===== src/rtl/shift_add_mult_pkg.sv =====
package shift_add_mult_pkg;

  typedef enum logic [2:0] {
    ST_IDLE  = 3'd0,
    ST_INIT  = 3'd1,
    ST_TEST  = 3'd2,
    ST_ADD   = 3'd3,
    ST_SHIFT = 3'd4
  } mul_state_e;

  function automatic int unsigned cnt_width(input int unsigned w);
    return $clog2(w + 1);
  endfunction

endpackage


===== src/rtl/sam_ripple_adder.sv =====
module sam_ripple_adder #(
  parameter int unsigned W = 8
) (
  input  logic [W-1:0] a_i,
  input  logic [W-1:0] b_i,
  output logic [W-1:0] sum_o,
  output logic         cout_o
);

  logic [W:0] carry;

  assign carry[0] = 1'b0;

  for (genvar i = 0; i < W; i++) begin : g_fa
    assign sum_o[i]     = a_i[i] ^ b_i[i] ^ carry[i];
    assign carry[i + 1] = (a_i[i] & b_i[i]) | (carry[i] & (a_i[i] ^ b_i[i]));
  end

  assign cout_o = carry[W];

endmodule


===== src/rtl/sam_ctrl.sv =====
module sam_ctrl
  import shift_add_mult_pkg::*;
#(
  parameter int unsigned W  = 8,
  localparam int unsigned CW = cnt_width(W)
) (
  input  logic          clk_i,
  input  logic          rst_ni,
  input  logic          start_i,
  input  logic          lsb_i,
  output logic          load_o,
  output logic          add_o,
  output logic          shift_o,
  output logic          last_o,
  output logic          stop_o,
  output mul_state_e    state_o,
  output logic [CW-1:0] cnt_o
);

  mul_state_e    state_q, state_d;
  logic [CW-1:0] cnt_q;
  logic          stop_q;
  logic          last_step;

  assign last_step = (cnt_q == CW'(W - 1));

  always_comb begin
    state_d = state_q;
    unique case (state_q)
      ST_IDLE:  if (start_i) state_d = ST_INIT;
      ST_INIT:  state_d = ST_TEST;
      ST_TEST:  state_d = lsb_i ? ST_ADD : ST_SHIFT;
      ST_ADD:   state_d = ST_SHIFT;
      ST_SHIFT: state_d = last_step ? ST_IDLE : ST_TEST;
      default:  state_d = ST_IDLE;
    endcase
  end

  always_ff @(posedge clk_i or negedge rst_ni) begin
    if (!rst_ni) begin
      state_q <= ST_IDLE;
      cnt_q   <= '0;
      stop_q  <= 1'b0;
    end else begin
      state_q <= state_d;
      stop_q  <= last_o;
      if (state_q == ST_INIT) cnt_q <= '0;
      else if (state_q == ST_SHIFT) cnt_q <= cnt_q + 1'b1;
    end
  end

  assign load_o  = (state_q == ST_INIT);
  assign add_o   = (state_q == ST_ADD);
  assign shift_o = (state_q == ST_SHIFT);
  assign last_o  = shift_o & last_step;
  assign stop_o  = stop_q;
  assign state_o = state_q;
  assign cnt_o   = cnt_q;

endmodule


===== src/rtl/sam_datapath.sv =====
module sam_datapath #(
  parameter int unsigned W = 8,
  localparam int unsigned PW = 2 * W
) (
  input  logic          clk_i,
  input  logic          rst_ni,
  input  logic [W-1:0]  mcand_i,
  input  logic [W-1:0]  mplier_i,
  input  logic          load_i,
  input  logic          add_i,
  input  logic          shift_i,
  input  logic          last_i,
  output logic          lsb_o,
  output logic [PW-1:0] product_o
);

  logic [W-1:0]  mcand_q;
  logic [W:0]    acc_q;     // one spare bit holds the add carry
  logic [W-1:0]  mplier_q;
  logic [PW-1:0] prod_q;
  logic [W-1:0]  sum;
  logic          cout;
  logic [PW:0]   shifted;

  sam_ripple_adder #(.W(W)) adder_i (
    .a_i   (acc_q[W-1:0]),
    .b_i   (mcand_q),
    .sum_o (sum),
    .cout_o(cout)
  );

  assign shifted = {1'b0, acc_q, mplier_q[W-1:1]};

  always_ff @(posedge clk_i or negedge rst_ni) begin
    if (!rst_ni) begin
      mcand_q  <= '0;
      acc_q    <= '0;
      mplier_q <= '0;
      prod_q   <= '0;
    end else begin
      if (load_i) begin
        mcand_q  <= mcand_i;
        mplier_q <= mplier_i;
        acc_q    <= '0;
      end else if (add_i) begin
        acc_q <= {cout, sum};
      end else if (shift_i) begin
        {acc_q, mplier_q} <= shifted;
        if (last_i) prod_q <= shifted[PW-1:0];
      end
    end
  end

  assign lsb_o     = mplier_q[0];
  assign product_o = prod_q;

endmodule


===== src/rtl/shift_add_mult.sv =====
module shift_add_mult
  import shift_add_mult_pkg::*;
#(
  parameter int unsigned W = 8,
  localparam int unsigned PW = 2 * W,
  localparam int unsigned CW = cnt_width(W)
) (
  input  logic          clk_i,
  input  logic          rst_ni,
  input  logic          start_i,
  input  logic [W-1:0]  mcand_i,
  input  logic [W-1:0]  mplier_i,
  output logic [PW-1:0] product_o,
  output logic          stop_o
);

  logic          load, add, shift, last, lsb;
  mul_state_e    state;
  logic [CW-1:0] cnt;

  sam_ctrl #(.W(W)) ctrl_i (
    .clk_i  (clk_i),
    .rst_ni (rst_ni),
    .start_i(start_i),
    .lsb_i  (lsb),
    .load_o (load),
    .add_o  (add),
    .shift_o(shift),
    .last_o (last),
    .stop_o (stop_o),
    .state_o(state),
    .cnt_o  (cnt)
  );

  sam_datapath #(.W(W)) dp_i (
    .clk_i    (clk_i),
    .rst_ni   (rst_ni),
    .mcand_i  (mcand_i),
    .mplier_i (mplier_i),
    .load_i   (load),
    .add_i    (add),
    .shift_i  (shift),
    .last_i   (last),
    .lsb_o    (lsb),
    .product_o(product_o)
  );

endmodule


===== config.mk =====
export PLATFORM = sky130hd
export DESIGN_NAME = shift_add_mult
export DESIGN_NICKNAME = d
export VERILOG_FILES = /design/src/rtl/shift_add_mult_pkg.sv /design/src/rtl/sam_ripple_adder.sv /design/src/rtl/sam_ctrl.sv /design/src/rtl/sam_datapath.sv /design/src/rtl/shift_add_mult.sv
export SDC_FILE = /design/constraint.sdc
export NUM_CORES = 1
export LEC_CHECK = 0
export BUFFER_PORTS_ARGS = -buffer_cell sky130_fd_sc_hd__buf_2
export CELL_PAD_IN_SITES_DETAIL_PLACEMENT = 1
export CELL_PAD_IN_SITES_GLOBAL_PLACEMENT = 1
export CORE_MARGIN = 2
export CORE_UTILIZATION = 49
export DETAILED_ROUTE_END_ITERATION = 12
export PLACE_DENSITY_LB_ADDON = 0.1
export RECOVER_POWER = 50
export SLEW_MARGIN = 20
export SYNTH_ARGS = -nofsm -noshare
export SYNTH_HDL_FRONTEND = slang
export SYNTH_SLANG_ARGS = --single-unit

===== constraint.sdc =====
create_clock -name clk_i -period 6.82 [get_ports clk_i]
set_input_delay 1.364 -clock clk_i [delete_from_list [all_inputs] [get_ports clk_i]]
set_output_delay 1.364 -clock clk_i [all_outputs]
set_load 0.05 [all_outputs]

* After elaboration in Yosys (flattened, before gate mapping)
Cells that the tools add are included.
** Storage, ports and cells
- Bits in registers :: 49
- Bits in latches :: 0
- RAM bits :: 0
- Bits in read-only memories :: 0
- Input bits :: 19
- Output and inout bits :: 17
- Logic and storage cells :: 72
- Memories kept :: 0
** Operators by class
- $add $sub $neg :: 1
- Multiply operators :: 0
- Div/mod/pow operators :: 0
- Magnitude comparators :: 0
- Equality and inequality tests :: 7
- Shift operators :: 0
- Mux-type cells :: 12
- Bitwise gates (word level) :: 40
- Reductions and logical operators :: 5
** Operators by type and width (number)
- two-way mux 9 bit :: 3
- two-way mux 8 bit :: 3
- bitwise AND 1 bit :: 16
- case mux 3 bit (5 select lines) :: 1
- bitwise XOR 1 bit :: 15
- two-way mux 4 bit :: 2
- bitwise OR 1 bit :: 7
- == test 3 x 2 -> 1 bit, second input constant :: 2
- two-way mux 3 bit :: 2
- adder 4 x 1 -> 4 bit, second input constant :: 1
- == test 4 x 3 -> 1 bit, second input constant :: 1
- AND reduction 4 bit :: 1
- == test 3 x 1 -> 1 bit, second input constant :: 1
- == test 3 bit, second input constant :: 1
- logical NOT 3 bit :: 1
- nonzero test 3 bit :: 1
- two-way mux 2 bit :: 1
- inequality test 2 x 1 -> 1 bit, second input constant :: 1
- inequality test 2 bit, second input constant :: 1
- inverter 1 bit :: 2
- AND reduction 2 bit :: 1
- nonzero test 2 bit :: 1

* Longest topological paths before layout
- Depth in word-level cells :: 17
- Gate-level depth with buffers :: 12
- Depth with buffers taken out :: 12

* Modules after synthesis
A second synthesis with hierarchy kept.
** Second synthesis, totals
- Cells, all modules :: 184
- Area, all modules :: 2422.3 um^2
** Modules (own cells, without submodules)
- sam_datapath :: instances 1, cells an instance 130, area each 1849.3 um^2, sequential area each 1026.0 um^2
- sam_ctrl :: instances 1, cells an instance 36, area each 382.9 um^2, sequential area each 200.2 um^2
- sam_ripple_adder :: instances 1, cells an instance 18, area each 190.2 um^2, sequential area each 0.0 um^2

* Worst setup path after synthesis
No wires, ideal clock.
- Kind :: register to register
- Start :: register dp_i.acc_q[0]
- End :: register dp_i.acc_q[7]
- Setup time :: 0.116 ns
- Arrival :: 3.203 ns
- Data required time :: 6.704 ns
- Setup slack :: 3.501 ns
- Cell stages (with the launch flop) :: 13
- Path buffers :: 0
- Period minus slack after synthesis :: 3.319 ns
- Cell sequence :: dfrtp_1 > ha_1 > fa_1 > fa_1 > fa_1 > inv_1 > fa_1 > fa_1 > fa_1 > inv_1 > fa_1 > inv_1 > o311ai_0
** Between the ends
- Word-level cells in the longest chain between the ends :: 16
** Ends and longest elaborated chain
- start, declared :: RTL line sam_datapath.sv:18 : logic [W:0] acc_q;
- start signal, assigned :: RTL line sam_datapath.sv:46 : acc_q <= {cout, sum};
- start signal, assigned :: RTL line sam_datapath.sv:48 : {acc_q, mplier_q} <= shifted;
- bitwise AND 1 bit (2 in a row) :: RTL line sam_ripple_adder.sv:16 : assign carry[i + 1] = (a_i[i] & b_i[i]) | (carry[i] & (a_i[i] ^ b_i[i]));
- bitwise OR 1 bit :: RTL line sam_ripple_adder.sv:16
- bitwise AND 1 bit :: RTL line sam_ripple_adder.sv:16
- bitwise OR 1 bit :: RTL line sam_ripple_adder.sv:16
- bitwise AND 1 bit :: RTL line sam_ripple_adder.sv:16
- bitwise OR 1 bit :: RTL line sam_ripple_adder.sv:16
- bitwise AND 1 bit :: RTL line sam_ripple_adder.sv:16
- bitwise OR 1 bit :: RTL line sam_ripple_adder.sv:16
- bitwise AND 1 bit :: RTL line sam_ripple_adder.sv:16
- bitwise OR 1 bit :: RTL line sam_ripple_adder.sv:16
- bitwise AND 1 bit :: RTL line sam_ripple_adder.sv:16
- bitwise OR 1 bit :: RTL line sam_ripple_adder.sv:16
- bitwise XOR 1 bit :: RTL line sam_ripple_adder.sv:15 : assign sum_o[i] = a_i[i] ^ b_i[i] ^ carry[i];
- two-way mux 9 bit :: RTL line sam_datapath.sv:45 : end else if (add_i) begin
- two-way mux 9 bit :: RTL line sam_datapath.sv:41 : if (load_i) begin
No other way between the ends.
A chain may end at the register's enable or synchronous reset.

* Worst setup path in the final report
Same ends and word-level chain as after synthesis.

==> reports/summary.txt <==
PD cells = 375.5 mW/mm^2
Row cnt = 25
Pins Over Slew Limit = 50
Max_cap viols = 1
Clk slew on worst S/H paths = 0.08 ns
Final Cycle Share = 52.62%
Non-filler instance count after layout = 306
Port buffer count = 35
Synthesis-to-layout area growth = 11.04%
Antenna cells = 0
Worst slew margin = -76.39%
Post-synth top area cell = dfrtp_1
Post-Syn Nets = 237
Worst slew pin tran = 2.646 ns
Initial antenna violation count = 0
Vias per inst = 5.745
Vias in the first global route = 1886
Final setup vio count = 0
CTS buffer count = 5
Sequential power share = 49.2%
Post-Route WL = 5721 um
Final core area utilization = 57.45%
WHS Path Cells = 1
Yosys reg bits = 49
Yosys top cell area share = 49.20%
Avg WL per Cell = 18.70 um
Ports = 36
Post-CTS sizing = 0
Worst min path class = flip-flop to flip-flop
Total die area = 0.005673 mm^2
CP startpoint kind = flip-flop
Total clock sinks = 49
Root Buffer = clkbuf_8
Logic pwr share = 34.9%
Layout net count = 266
Worst setup margin = 3.231 ns
Clock network power share = 15.9%
Initial Util = 51.74%
Starting DRT DRC Count = 99
Share of cells above drive strength 1 = 27.20%
Arrival time worst endpoint = 3.77 ns
Sequential fraction of the synthesis area = 49.20%
Kind of critical path = flip-flop to flip-flop
Hold path startpoint = dp_i.product_o[4]$_DFFE_PN0P_
GR Util All Layers = 22.62%
Max FO, Critical Path = 5
Period minus WS final = 3.589 ns
Vias after detailed routing = 1758
RSZ-0062 raised after global routing = no
R2r startpoint = dp_i.acc_q[0]$_DFFE_PN0P_
Post-place instance area = 0.002691 mm^2
Total power = 1.039 mW
FF-to-FF End = dp_i.acc_q[7]$_DFFE_PN0P_
TritonCTS clock tree = built
Grt total ovfl = 0
Hold buffer count at cts = 0
Worst vdd ir = 0.1675 mV
Clock Latency Late Sink = 0.30 ns
Design Area, Final = 0.002768 mm^2
Sw power = 0.4226 mW
Routability cong. = 0.7973
1st-pass router iterations = 4
Netlist cell types = 34
Violated checks = capacitance limit, slew limit
Core area = 0.004817 mm^2
Ys Warns = 0
Mean Syn Cell Area = 11.93 um^2
Internal Power = 0.6165 mW
Hold Fails Final Rpt = 0
Bufs on Longest Clock Path = 2
Sink of the worst hold path = dp_i.product_o[4]$_DFFE_PN0P_
Data required, critical path = 7.00 ns
Die height = 75.32 um
DP Wirelength = 3925 um
Pre-CTS setup slack = 3.249 ns
Pin count of the biggest net entering global routing = 50
Leakage power = 1.346 nW
DRC viols = 0
Net Sw Frac = 40.67%
Run status = complete, but fails checks
Placed cells = 298
Max Clock Skew = 0.007523 ns
Antenna viol nets, final = 0
Mapped Area = 0.002492 mm^2
Endpoint class of the critical path = flip-flop
Hold Slack = 0.5097 ns
Top cells by area, synth = dfrtp_1 (49%), mux2_2 (6.8%), fa_1 (5.6%)
Fmax = 0.2786 GHz
FF-to-FF path depth = 12
First-pass GRT wire length = 9501 um
Die width = 75.32 um
H-tree depth = 2
R2R setup slack = 3.23 ns
Cells after Synth = 209
Setup Fix Bufs, Post-CTS = 0
Setup_tns = 0 ns
## layout make-up
class	count	area (um^2)
Fill cell	542	2049
Sequential cell	49	1226
Multi-Input combinational cell	127	1129
Timing Repair Buffer	35	173.9
Tap cell	67	83.83
Clock buffer	8	80.08
Inverter	20	75.07
## critical path: stages (launching register included)
cell,delay [ns]
dfrtp_1,0.43
ha_1,0.22
fa_1,0.41
fa_1,0.44
fa_1,0.41
inv_1,0.09
fa_1,0.21
fa_1,0.21
fa_1,0.18
inv_1,0.05
fa_1,0.47
inv_1,0.04
o311ai_0,0.31
## cells in the final DEF (no fill, tap or decap)
cell type and n:
nand2b_1 1, nor4b_4 1, inv_1 20, mux2i_1 1, and3b_1 8, nand2_1 1, mux2_2 15, nor3b_1 1
nor4b_1 1, nand3b_1 1, dfrtp_1 49, and3_1 1, fa_1 7, o32ai_1 1, a211oi_1 1, ha_1 2
a22oi_1 10, a21oi_1 4, o21ai_0 25, nand3_4 1, a41oi_1 1, clkbuf_8 5, o311ai_0 8, nand4_1 1
o2bb2ai_1 8, buf_2 34, nor3_1 2, o21ai_1 1, nor2_1 1, clkbuf_1 4, and2_0 1, mux2_4 9
a31oi_1 1, nor2b_1 12
## power by group through the flow
| stage | combinational (mW) | sequential [mW] | clock [mW] |
|---|---|---|---|
| after floorplan | 0.317 | 0.443 | 0 |
| after global placement | 0.339 | 0.501 | 0 |
| after detailed placement | 0.368 | 0.514 | 0 |
| after CTS | 0.370 | 0.509 | 0.169 |
| after global routing | 0.411 | 0.529 | 0.183 |
| final | 0.363 | 0.511 | 0.165 |
## worst max-delay path by stage
stage	endpoint	cells past startpoint	from	slack (ns)
2_1_floorplan	dp_i.acc_q[7]$_DFFE_PN0P_	12	dp_i.acc_q[0]$_DFFE_PN0P_	3.50
3_3_place_gp	dp_i.acc_q[7]$_DFFE_PN0P_	12	dp_i.acc_q[0]$_DFFE_PN0P_	3.37
3_5_place_dp	dp_i.acc_q[7]$_DFFE_PN0P_	12	dp_i.acc_q[0]$_DFFE_PN0P_	3.25
4_1_cts	dp_i.acc_q[7]$_DFFE_PN0P_	12	dp_i.acc_q[0]$_DFFE_PN0P_	3.21
5_1_grt	dp_i.mplier_q[7]$_DFFE_PN0P_	1	rst_ni	2.96
6_report	dp_i.acc_q[7]$_DFFE_PN0P_	12	dp_i.acc_q[0]$_DFFE_PN0P_	3.23
## registers in the layout, summed over array words and instances, names as in the netlist
| name | cells |
|---|---|
| dp_i.acc_q | 9 |
| dp_i.product_o | 16 |
| ctrl_i.cnt_o | 4 |
| ctrl_i.state_o | 3 |
| ctrl_i.stop_o | 1 |
| dp_i.mcand_q | 8 |
| dp_i.mplier_q | 8 |
## cell usage after synthesis
cell	n
a22oi_1	10
ha_1	2
o32ai_1	1
a31oi_1	1
o21ai_0	25
nor4b_1	1
nor3_1	2
a21oi_1	4
a41oi_1	1
and3_1	1
a211oi_1	1
dfrtp_1	49
nand3b_1	1
buf_2	3
nor2_2	1
fa_1	7
mux2i_1	1
nand3_4	1
nor2b_1	12
o2bb2ai_1	8
and3b_1	8
nand2_1	1
nand2b_1	1
nor3b_1	1
o311ai_0	8
inv_1	20
and2_0	1
buf_6	1
o21ai_1	1
clkbuf_1	9
nand4_1	1
mux2_4	9
nor4b_4	1
mux2_2	15
## layer usage
layer  global-route usage (%)  part of all wire (%)  vias up
met3                    5.159                   3.7        6
met5                        0                     0        -
met2                    35.56                    48       44
li1                         -                     -      806
met1                    31.36                    47      902
met4                    7.407                   1.1        0
## logic make-up (layout without fill, tap and decap cells)
| group | Yosys count | count (layout) | share of synthesized area, % |
|---|---|---|---|
| AND/OR/NAND/NOR | 33 | 33 | 10.24 |
| multiplexers | 25 | 25 | 12.60 |
| buffers and inverters | 33 | 63 | 5.421 |
| AO/OA/AOI/OAI | 60 | 60 | 15.91 |
| flip-flops | 49 | 49 | 49.20 |
| adder cells (fa/ha/maj) | 9 | 9 | 6.626 |
No activity file was read; power rests on OpenSTA's default activity.
